==> src/rtl/ohr_pkg.sv <==
package ohr_pkg;

   // Source chosen for one overhead grid position.
   typedef enum logic [2:0] {
      SRC_ZERO = 3'd0,
      SRC_A1   = 3'd1,
      SRC_A2   = 3'd2,
      SRC_PTR  = 3'd3,
      SRC_H3   = 3'd4,
      SRC_K1   = 3'd5,
      SRC_K2   = 3'd6
   } ohr_src_e;

endpackage

==> src/rtl/ohr_pos_counter.sv <==
// Row/column tracker for the overhead grid. The current-cycle position is
// forced to the origin while frame_start_i is high.
module ohr_pos_counter #(
   parameter int ROWS = 9,
   parameter int COLS = 36,
   localparam int RW = $clog2(ROWS),
   localparam int CW = $clog2(COLS)
) (
   input  logic          clk,
   input  logic          rst_n,
   input  logic          frame_start_i,
   input  logic          byte_en_i,
   output logic [RW-1:0] row_cur_o,
   output logic [CW-1:0] col_cur_o
);

   localparam logic [RW-1:0] ROW_LAST = RW'(ROWS - 1);
   localparam logic [CW-1:0] COL_LAST = CW'(COLS - 1);

   logic [RW-1:0] row_q;
   logic [CW-1:0] col_q;

   assign row_cur_o = frame_start_i ? '0 : row_q;
   assign col_cur_o = frame_start_i ? '0 : col_q;

   always_ff @(posedge clk or negedge rst_n) begin
      if (!rst_n) begin
         row_q <= '0;
         col_q <= '0;
      end else if (byte_en_i) begin
         if (col_cur_o == COL_LAST) begin
            col_q <= '0;
            row_q <= (row_cur_o == ROW_LAST) ? '0 : row_cur_o + 1'b1;
         end else begin
            col_q <= col_cur_o + 1'b1;
            row_q <= row_cur_o;
         end
      end else if (frame_start_i) begin
         row_q <= '0;
         col_q <= '0;
      end
   end

endmodule

==> src/rtl/ohr_src_decode.sv <==
// Maps a grid position to its byte source and flags the line overhead rows.
module ohr_src_decode
   import ohr_pkg::*;
#(
   parameter int ROWS      = 9,
   parameter int NCH       = 12,
   parameter int FRAME_ROW = 0,
   parameter int PTR_ROW   = 3,
   parameter int APS_ROW   = 4,
   parameter int LINE_ROW  = 3,
   localparam int COLS = 3 * NCH,
   localparam int RW   = $clog2(ROWS),
   localparam int CW   = $clog2(COLS)
) (
   input  logic [RW-1:0] row_i,
   input  logic [CW-1:0] col_i,
   output ohr_src_e      src_o,
   output logic          in_line_o
);

   localparam logic [RW-1:0] R_FRAME = RW'(FRAME_ROW);
   localparam logic [RW-1:0] R_PTR   = RW'(PTR_ROW);
   localparam logic [RW-1:0] R_APS   = RW'(APS_ROW);
   localparam logic [RW-1:0] R_LINE  = RW'(LINE_ROW);
   localparam logic [CW-1:0] C_BND1  = CW'(NCH);
   localparam logic [CW-1:0] C_BND2  = CW'(2 * NCH);

   always_comb begin
      src_o = SRC_ZERO;
      if (row_i == R_FRAME) begin
         if (col_i < C_BND1)      src_o = SRC_A1;
         else if (col_i < C_BND2) src_o = SRC_A2;
      end else if (row_i == R_PTR) begin
         if (col_i < C_BND2) src_o = SRC_PTR;
         else                src_o = SRC_H3;
      end else if (row_i == R_APS) begin
         if (col_i == C_BND1)      src_o = SRC_K1;
         else if (col_i == C_BND2) src_o = SRC_K2;
      end
   end

   assign in_line_o = (row_i >= R_LINE);

endmodule

==> src/rtl/ohr_ctl_latch.sv <==
// Per-frame controls: protection mode captured at frame start, stuff flag
// captured on the first enabled byte of the pointer row.
module ohr_ctl_latch #(
   parameter int ROWS    = 9,
   parameter int COLS    = 36,
   parameter int PTR_ROW = 3,
   localparam int RW = $clog2(ROWS),
   localparam int CW = $clog2(COLS)
) (
   input  logic          clk,
   input  logic          rst_n,
   input  logic          frame_start_i,
   input  logic          byte_en_i,
   input  logic [RW-1:0] row_i,
   input  logic [CW-1:0] col_i,
   input  logic          kpass_i,
   input  logic          neg_stuff_i,
   output logic          kpass_q_o,
   output logic          stuff_q_o
);

   localparam logic [RW-1:0] R_PTR = RW'(PTR_ROW);

   logic stuff_take;
   assign stuff_take = byte_en_i && (row_i == R_PTR) && (col_i == '0);

   always_ff @(posedge clk or negedge rst_n) begin
      if (!rst_n) begin
         kpass_q_o <= 1'b0;
         stuff_q_o <= 1'b0;
      end else begin
         if (frame_start_i) kpass_q_o <= kpass_i;
         if (stuff_take)    stuff_q_o <= neg_stuff_i;
      end
   end

endmodule

==> src/rtl/sts12_oh_regen.sv <==
module sts12_oh_regen
   import ohr_pkg::*;
#(
   parameter int           W         = 8,
   parameter int           NCH       = 12,
   parameter int           ROWS      = 9,
   parameter int           FRAME_ROW = 0,
   parameter int           PTR_ROW   = 3,
   parameter int           APS_ROW   = 4,
   parameter int           LINE_ROW  = 3,
   parameter logic [W-1:0] A1_PAT    = W'(8'hF6),
   parameter logic [W-1:0] A2_PAT    = W'(8'h28),
   parameter bit           OUT_REG   = 1'b1
) (
   input  logic         clk,
   input  logic         rst_n,
   input  logic         frame_start_i,
   input  logic         byte_en_i,
   input  logic [W-1:0] ptr_byte_i,
   input  logic         neg_stuff_i,
   input  logic [W-1:0] es_byte_i,
   input  logic [W-1:0] k1_buf_i,
   input  logic [W-1:0] k2_buf_i,
   input  logic         kpass_i,
   input  logic         ais_l_i,
   output logic [W-1:0] oh_byte_o,
   output logic         oh_valid_o
);

   localparam int COLS = 3 * NCH;
   localparam int RW   = $clog2(ROWS);
   localparam int CW   = $clog2(COLS);

   // Elaboration-time parameter checks
   if (W < 8) begin : g_bad_w
      $error("W must be at least 8");
   end
   if (NCH < 1) begin : g_bad_nch
      $error("NCH must be positive");
   end
   if (FRAME_ROW >= ROWS || PTR_ROW >= ROWS || APS_ROW >= ROWS || LINE_ROW >= ROWS) begin : g_bad_row
      $error("row parameters must lie inside the grid");
   end
   if (FRAME_ROW == PTR_ROW || FRAME_ROW == APS_ROW || PTR_ROW == APS_ROW) begin : g_row_clash
      $error("framing, pointer and protection rows must differ");
   end

   logic [RW-1:0] row_cur;
   logic [CW-1:0] col_cur;
   ohr_src_e      src;
   logic          in_line;
   logic          kpass_q;
   logic          stuff_q;
   logic [W-1:0]  byte_nxt;

   ohr_pos_counter #(.ROWS(ROWS), .COLS(COLS)) u_pos (
      .clk           (clk),
      .rst_n         (rst_n),
      .frame_start_i (frame_start_i),
      .byte_en_i     (byte_en_i),
      .row_cur_o     (row_cur),
      .col_cur_o     (col_cur)
   );

   ohr_src_decode #(
      .ROWS(ROWS), .NCH(NCH), .FRAME_ROW(FRAME_ROW), .PTR_ROW(PTR_ROW),
      .APS_ROW(APS_ROW), .LINE_ROW(LINE_ROW)
   ) u_dec (
      .row_i     (row_cur),
      .col_i     (col_cur),
      .src_o     (src),
      .in_line_o (in_line)
   );

   ohr_ctl_latch #(.ROWS(ROWS), .COLS(COLS), .PTR_ROW(PTR_ROW)) u_ctl (
      .clk           (clk),
      .rst_n         (rst_n),
      .frame_start_i (frame_start_i),
      .byte_en_i     (byte_en_i),
      .row_i         (row_cur),
      .col_i         (col_cur),
      .kpass_i       (kpass_i),
      .neg_stuff_i   (neg_stuff_i),
      .kpass_q_o     (kpass_q),
      .stuff_q_o     (stuff_q)
   );

   always_comb begin
      unique case (src)
         SRC_A1:  byte_nxt = A1_PAT;
         SRC_A2:  byte_nxt = A2_PAT;
         SRC_PTR: byte_nxt = ptr_byte_i;
         SRC_H3:  byte_nxt = stuff_q ? es_byte_i : '0;
         SRC_K1:  byte_nxt = kpass_q ? k1_buf_i : '0;
         SRC_K2:  byte_nxt = kpass_q ? k2_buf_i : '0;
         default: byte_nxt = '0;
      endcase
      if (kpass_q && ais_l_i && in_line) byte_nxt = '1;
   end

   if (OUT_REG) begin : g_out_reg
      always_ff @(posedge clk or negedge rst_n) begin
         if (!rst_n) begin
            oh_byte_o  <= '0;
            oh_valid_o <= 1'b0;
         end else begin
            oh_valid_o <= byte_en_i;
            if (byte_en_i) oh_byte_o <= byte_nxt;
         end
      end
   end else begin : g_out_comb
      assign oh_byte_o  = byte_en_i ? byte_nxt : '0;
      assign oh_valid_o = byte_en_i;
   end

endmodule

==> config.mk <==
export PLATFORM = sky130hd
export DESIGN_NAME = sts12_oh_regen
export DESIGN_NICKNAME = d
export VERILOG_FILES = /design/src/rtl/ohr_pkg.sv /design/src/rtl/ohr_pos_counter.sv /design/src/rtl/ohr_src_decode.sv /design/src/rtl/ohr_ctl_latch.sv /design/src/rtl/sts12_oh_regen.sv
export SDC_FILE = /design/constraint.sdc
export NUM_CORES = 1
export LEC_CHECK = 0
export BUFFER_PORTS_ARGS = -buffer_cell sky130_fd_sc_hd__buf_2
export CAP_MARGIN = 10
export CORE_MARGIN = 3
export CORE_UTILIZATION = 53
export DETAILED_ROUTE_END_ITERATION = 6
export HOLD_SLACK_MARGIN = 0.03
export PLACE_DENSITY = 0.84
export SETUP_SLACK_MARGIN = 0.15
export SKIP_CTS_REPAIR_TIMING = 1
export SLEW_MARGIN = 5
export SYNTH_ARGS = -nofsm -noshare
export SYNTH_HDL_FRONTEND = slang
export SYNTH_SLANG_ARGS = --single-unit
==> constraint.sdc <==
create_clock -name clk -period 2.9 [get_ports clk]
set_input_delay 0.29 -clock clk [delete_from_list [all_inputs] [get_ports clk]]
set_output_delay 0.29 -clock clk [all_outputs]
set_load 0.02 [all_outputs]
==> summary.md, run 1 <==
| Metric | Value |
|---|---|
| Setup skew after layout | approximately 0.0021 ns |
| IO Count | 48 |
| Tmin final | about 2.2 ns |
| Fillers | around 190 |
| Clk root buf | clkbuf_4 |
| First-pass GRT wire length | a little over 6000 um |
| Final Util | 0.699 |
| Critical path startpoint category | flop |
| Pwr Total | 524 uW |
| VDD IR-drop max | roughly 240 uV |
| CP Data Arrival Time | 2.41 ns |
| Die area | ~3300 sq um |
| Clock sinks | 21 |
| Worst-Skew Late Latency | approximately 0.30 ns |
| Overall routing resource usage | 0.230 |
| Initial antenna violation count | 0 |
| Gpl congestion | ~0.89 |
| Worst hold slack | ~0.21 ns |
| Commonest non-fill, non-tap cell in the layout | buf_2 |
| Max_slew headroom | 0.646 |
| Die width | between 50 and 60 um |
| Post-synthesis sequential area ratio | 0.376 |
| Mapped Area | between 1000 and 1500 sq um |
| WL per Instance | between 15 and 20 um |
| Worst EP required | 3.12 ns |
| Post-synth top flop | dfrtp_1 |
| Area growth from synthesis to layout | 18.2% |
| Vias | around 1400 |
| Remaining antenna violation count | 0 |
| PwrDens | roughly 320 nW/um^2 |
| HP Class | in -> reg |
| Post-synth EDFFs | 0 |
| DR vias/cell | just over 6 |
| Yosys warnings | 0 |
| Detailed Route Iter0 Violations | 88 |
| Maximum clock insertion buffer count | 2 |
| Syn nets | 193 |
| Total Nets Final | approximately 240 |
| Cells after Synth | 150 |
| I/O Buffers | between 40 and 50 |
| Starting density of the core | 0.591 |
| Setup TNS | 0 ns |
| Asr flop ratio synth | 1.00 |
| Drt drc | 0 |
| Share of cells above drive strength 1 | 0.328 |
| P_leak | 0.739 nW |
| Most frequent cells in the layout | 47 x buf_2, 21 x dfrtp_1, 13 x nor2_1 |
| Number of inserted diodes | 0 |
| Fin. max-slew vios | 0 |
| Fraction of the cycle the final worst path needs | 0.755 |
| Final wirelength | 3640 um |
| Cell Rows | 17 |
| Max-Cap Viols | 0 |
| HPWL after detailed placement | between 2000 and 3000 um |
| Die H | roughly 57 um |
| CP cell instances | nand2b_1 > ha_1 > or3b_4 > nor3b_4 > a222oi_1 > a31oi_1 |
| Crit Path Class | reg -> reg |
| CP peak stage delay | ~0.46 ns |
| Status | finished clean |
| Endpoints failing setup | 0 |
| Core footprint | about 2400 sq um |
| Slowest cell on the critical path | or3b_4 |
| Synth unique cells | 48 |
| CTS clk-pin slew, worst paths | 0.11 ns |
| Syn Area/Cell | 9.31 sq um |
| Max FO, Critical Path | 8 |
| Count of final hold-check violations | 0 |
| RSZ-0062 raised after global routing | false |
| Peak Freq | about 0.46 GHz |
| CTS tree | yes |
| Vias in the first global route | between 1000 and 1500 |
| Slew @ Worst Pin | roughly 0.52 ns |
| CP Capture Type | flop |
| Num CTS Buffers | 3 |
| H-tree lvl count | 1 |
| Largest net degree at the start of global routing | 22 |
| Grt ovf | 0 |
| Drt pass-1 iters | 5 |
| Seq cells post-synth | 21 |
==> routing by layer <==
layer | track usage | vias up | wire (um)
met4 | 0.0762 | 0 | 31
li1 | - | 649 | -
met5 | 0 | - | 0
met2 | 0.361 | 63 | 1770
met3 | 0.0317 | 6 | 270
met1 | 0.326 | 651 | 1560
==> sequential cells by signal (all words and copies together), names as in the netlist <==
signal,cells
u_pos.col_q,6
u_ctl.stuff_q_o,1
oh_valid_o,1
oh_byte_o,8
u_ctl.kpass_q_o,1
u_pos.row_q,4
==> stage by stage <==
step	instance area, sq um	instances	setup WS [ns]
after floorplan	1400	150	0.576
after global placement	1610	215	0.779
after detailed placement	1610	215	0.732
after CTS	1640	219	0.739
after global routing	1650	220	0.531
final	1650	220	0.711
==> final timing paths <==
kind	end	slack, ns	start	depth (start not counted)
worst max-delay path	oh_byte_o[7]	0.71	u_pos.row_q[0]	6
worst min-delay path	u_ctl.stuff_q_o	0.21	neg_stuff_i	2
worst max register to register	oh_byte_o[7]	0.71	u_pos.row_q[0]	6
worst min register to register	u_ctl.stuff_q_o	0.52	u_ctl.stuff_q_o	1
max in group asynchronous	u_ctl.stuff_q_o	2.11	rst_n	2
min in group asynchronous	u_pos.col_q[4]	0.47	rst_n	2
==> cell type report <==
type                    count  area [sq um]  share of cell area
clock buffers               4          26.3              0.0159
inverters                   7          26.3              0.0159
multi-input cells         111           785               0.475
flip-flops and latches     21           526               0.318
repair buffers             49           253               0.153
well taps                  28          35.0              0.0212
==> synthesized netlist by cell type, drive strengths merged, types with 2 or more instances <==
library cell / n / area share
ha: 4 / 0.036
buf: 6 / 0.030
a31oi: 8 / 0.036
a222oi: 5 / 0.036
a21oi: 8 / 0.029
dfrtp: 21 / 0.38
nor3: 3 / 0.011
inv: 7 / 0.019
nor4: 5 / 0.033
a32o: 2 / 0.014
xnor2: 4 / 0.025
o21ai: 6 / 0.022
nor2: 13 / 0.035
mux2: 2 / 0.016
nand2b: 6 / 0.027
nand4: 2 / 0.0090
clkbuf: 5 / 0.013
a221o: 2 / 0.014
o32a: 2 / 0.016
nand2: 8 / 0.022
nand3: 7 / 0.025
==> cells by family (layout without fill, tap and decap cells) <==
| group | after synthesis | in the layout | synth area share |
|---|---|---|---|
| AOI/OAI and AO/OA | 44 | 44 | 0.234 |
| and+or+nand+nor | 56 | 56 | 0.245 |
| DFF | 21 | 21 | 0.376 |
| muxes | 2 | 2 | 0.0161 |
| buffers and inverters | 18 | 60 | 0.0618 |
| adders and majority gates | 4 | 4 | 0.0358 |
| xor gates and xnor gates | 5 | 5 | 0.0314 |
==> critical path: cells and delay by family, from the launching register on <==
family / cells / cell delay, ns
AND/OR/NAND/NOR: 3 / 0.93
AO/OA/AOI/OAI: 2 / 0.41
flip-flops: 1 / 0.41
adder cells (fa/ha/maj): 1 / 0.36
==> where the power goes <==
group / internal [mW] / leakage [nW] / switching (mW)
Combinational: 0.0365 / 0.471 / 0.0398
Clock: 0.0535 / 0.0150 / 0.0878
Sequential: 0.301 / 0.253 / 0.00490
(Power assumes the default switching activity.)
==> run 2, diff against run 1 <==
- CORE_UTILIZATION: 53 -> 45
- PLACE_DENSITY: 0.84 -> 0.76
- clock period: 2.9 -> 1.9 ns (I/O delays scaled with it)
==> summary.md, run 2 (same netlist as run 1, synthesis figures left out) <==
| Metric | Value |
|---|---|
| CP peak stage delay | 0.55 ns (+0.09 ns) |
| Total Nets Final | 257 (+8.9%) |
| First-pass GRT wire length | 6010 um (-1.2%) |
| Setup WS pre-CTS | -0.0639 ns (-0.796 ns) |
| Post-DP Area | 1770 sq um (+9.4%) |
| Post-route cell area | 1890 sq um (+14%) |
| Share of cells above drive strength 1 | 0.465 (+0.137) |
| Drt drc | 0 (unchanged) |
| CP cell instances | and4bb_2 > a32o_1 > a221o_1 > o32a_2 |
| Largest regs | oh_byte_o x8, u_pos.col_q x6, u_pos.row_q x4 |
| Delay-heaviest family, CP | compound AO/OA/AOI/OAI gates |
| PwrDens | 439 nW/um^2 (+38%) |
| CTS tree | yes |
| Critical path startpoint category | flop |
| Count of final hold-check violations | 0 (unchanged) |
| I/O Buffers | 47 (unchanged) |
| Commonest non-fill, non-tap cell in the layout | buf_2 |
| Initial antenna violation count | 0 (unchanged) |
| Slew @ Worst Pin | 0.491 ns (-0.0323 ns) |
| DR vias/cell | 6.06 (-2.7%) |
| Die area | 3810 sq um (+16%) |
| Final wirelength | 3960 um (+8.8%) |
| H-tree lvl count | 1 (unchanged) |
| Overall routing resource usage | 0.211 (-0.0194) |
| VDD IR-drop max | 258 uV (+7.3%) |
| Largest net degree at the start of global routing | 22 (unchanged) |
| P_leak | 0.861 nW (+17%) |
| Cell Rows | 19 (+2) |
| CP Capture Type | flop |
| Max FFs per register | 8 (unchanged) |
| Vias | 1478 (+8.0%) |
| CP Data Arrival Time | 2.05 ns (-0.36 ns) |
| Max_slew headroom | 0.671 (+0.0247) |
| Worst EP required | 2.11 ns (-1.01 ns) |
| Worst-Skew Late Latency | 0.31 ns (about the same) |
| RSZ-0062 raised after global routing | true |
| Max-Cap Viols | 0 (unchanged) |
| Slowest cell on the critical path | dfrtp_1 |
| Fraction of the cycle the final worst path needs | 0.972 (+0.217) |
| Setup skew after layout | 0.00633 ns (+0.00419 ns) |
| Area growth from synthesis to layout | 35.3% |
| Tmin final | 1.85 ns (-0.343 ns) |
| Core footprint | 2850 sq um (+21%) |
| Largest Register | oh_byte_o |
| Remaining antenna violation count | 0 (unchanged) |
| Setup TNS | 0 ns (unchanged) |
| Drt pass-1 iters | 5 (unchanged) |
| Vias in the first global route | 1386 (+2.5%) |
| Die width | 61.7 um (+7.6%) |
| CTS clk-pin slew, worst paths | 0.13 ns (+0.02 ns) |
| Crit Path Class | reg -> reg |
| Max FO, Critical Path | 8 (unchanged) |
| Grt ovf | 0 (unchanged) |
| Endpoints failing setup | 0 (unchanged) |
| HPWL after detailed placement | 2950 um (+6.4%) |
| Status | finished clean |
| Clk root buf | clkbuf_4 |
| Number of inserted diodes | 0 (unchanged) |
| Die H | 61.7 um (+7.6%) |
| Fillers | 220 (+19%) |
| Starting density of the core | 0.489 (-0.102) |
| IO Count | 48 (unchanged) |
| Num CTS Buffers | 3 (unchanged) |
| Most frequent cells in the layout | 47 x buf_2, 21 x buf_4, 20 x dfrtp_1 |
| Maximum clock insertion buffer count | 2 (unchanged) |
| Peak Freq | 0.542 GHz (+19%) |
| Final setup margin | 0.0537 ns (-0.657 ns) |
| Clock sinks | 21 (unchanged) |
| WL per Instance | 16.2 um (-1.9%) |
| Fin. max-slew vios | 0 (unchanged) |
| Gpl congestion | 0.854 (-3.7%) |
| Detailed Route Iter0 Violations | 120 (+36%) |
| HP Class | in -> reg |
| CP Buf/Inv Count | 0 (unchanged) |
[run 2: power by group]
group / total (mW) / switching [mW] / internal, mW / leakage (nW)
logic: 0.139 / 0.0692 / 0.0694 / 0.592
clock network: 0.223 / 0.145 / 0.0785 / 0.0177
registers: 0.467 / 0.00728 / 0.459 / 0.251
[run 2: path summary, 6_finish.rpt]
path / startpoint / end / slack (ns) / cells after the start
worst max-delay path: u_pos.col_q[5] / oh_byte_o[5] / 0.05 / 4
worst min-delay path: kpass_i / u_ctl.kpass_q_o / 0.11 / 2
worst max register to register: u_pos.col_q[5] / oh_byte_o[5] / 0.05 / 4
worst min register to register: oh_byte_o[3] / oh_byte_o[3] / 0.53 / 1
max in group asynchronous: rst_n / u_pos.col_q[3] / 1.20 / 2
min in group asynchronous: rst_n / u_pos.col_q[4] / 0.35 / 2
[run 2: per-layer routing]
layer / vias up / part of all wire / global-route usage
met3: 6 / 0.070 / 0.0351
met4: 0 / 0.0091 / 0.0879
met2: 67 / 0.51 / 0.330
li1: 693 / - / -
met1: 712 / 0.41 / 0.288
met5: - / 0 / 0
[run 2: area by class of cell]
class,instances,area [sq um],share of cell area
clock buffers,3,22.5,0.0119
clock inverters,1,5.00,0.00265
inverters,7,26.3,0.0139
multi-input cells,111,856,0.453
flip-flops and latches,21,527,0.279
well taps,31,38.8,0.0205
repair buffers,70,414,0.219
[run 2: through the flow]
step | hold slack [ns] | total power [mW] | utilization | cells
6_report | 0.111 | 0.829 | 0.662 | 244
5_1_grt | 0.0977 | 0.871 | 0.662 | 244
2_1_floorplan | -0.106 | 0.533 | - | 150
3_5_place_dp | 0.180 | 0.605 | 0.619 | 234
4_1_cts | -0.174 | 0.831 | 0.629 | 238
3_3_place_gp | 0.174 | 0.602 | 0.619 | 234
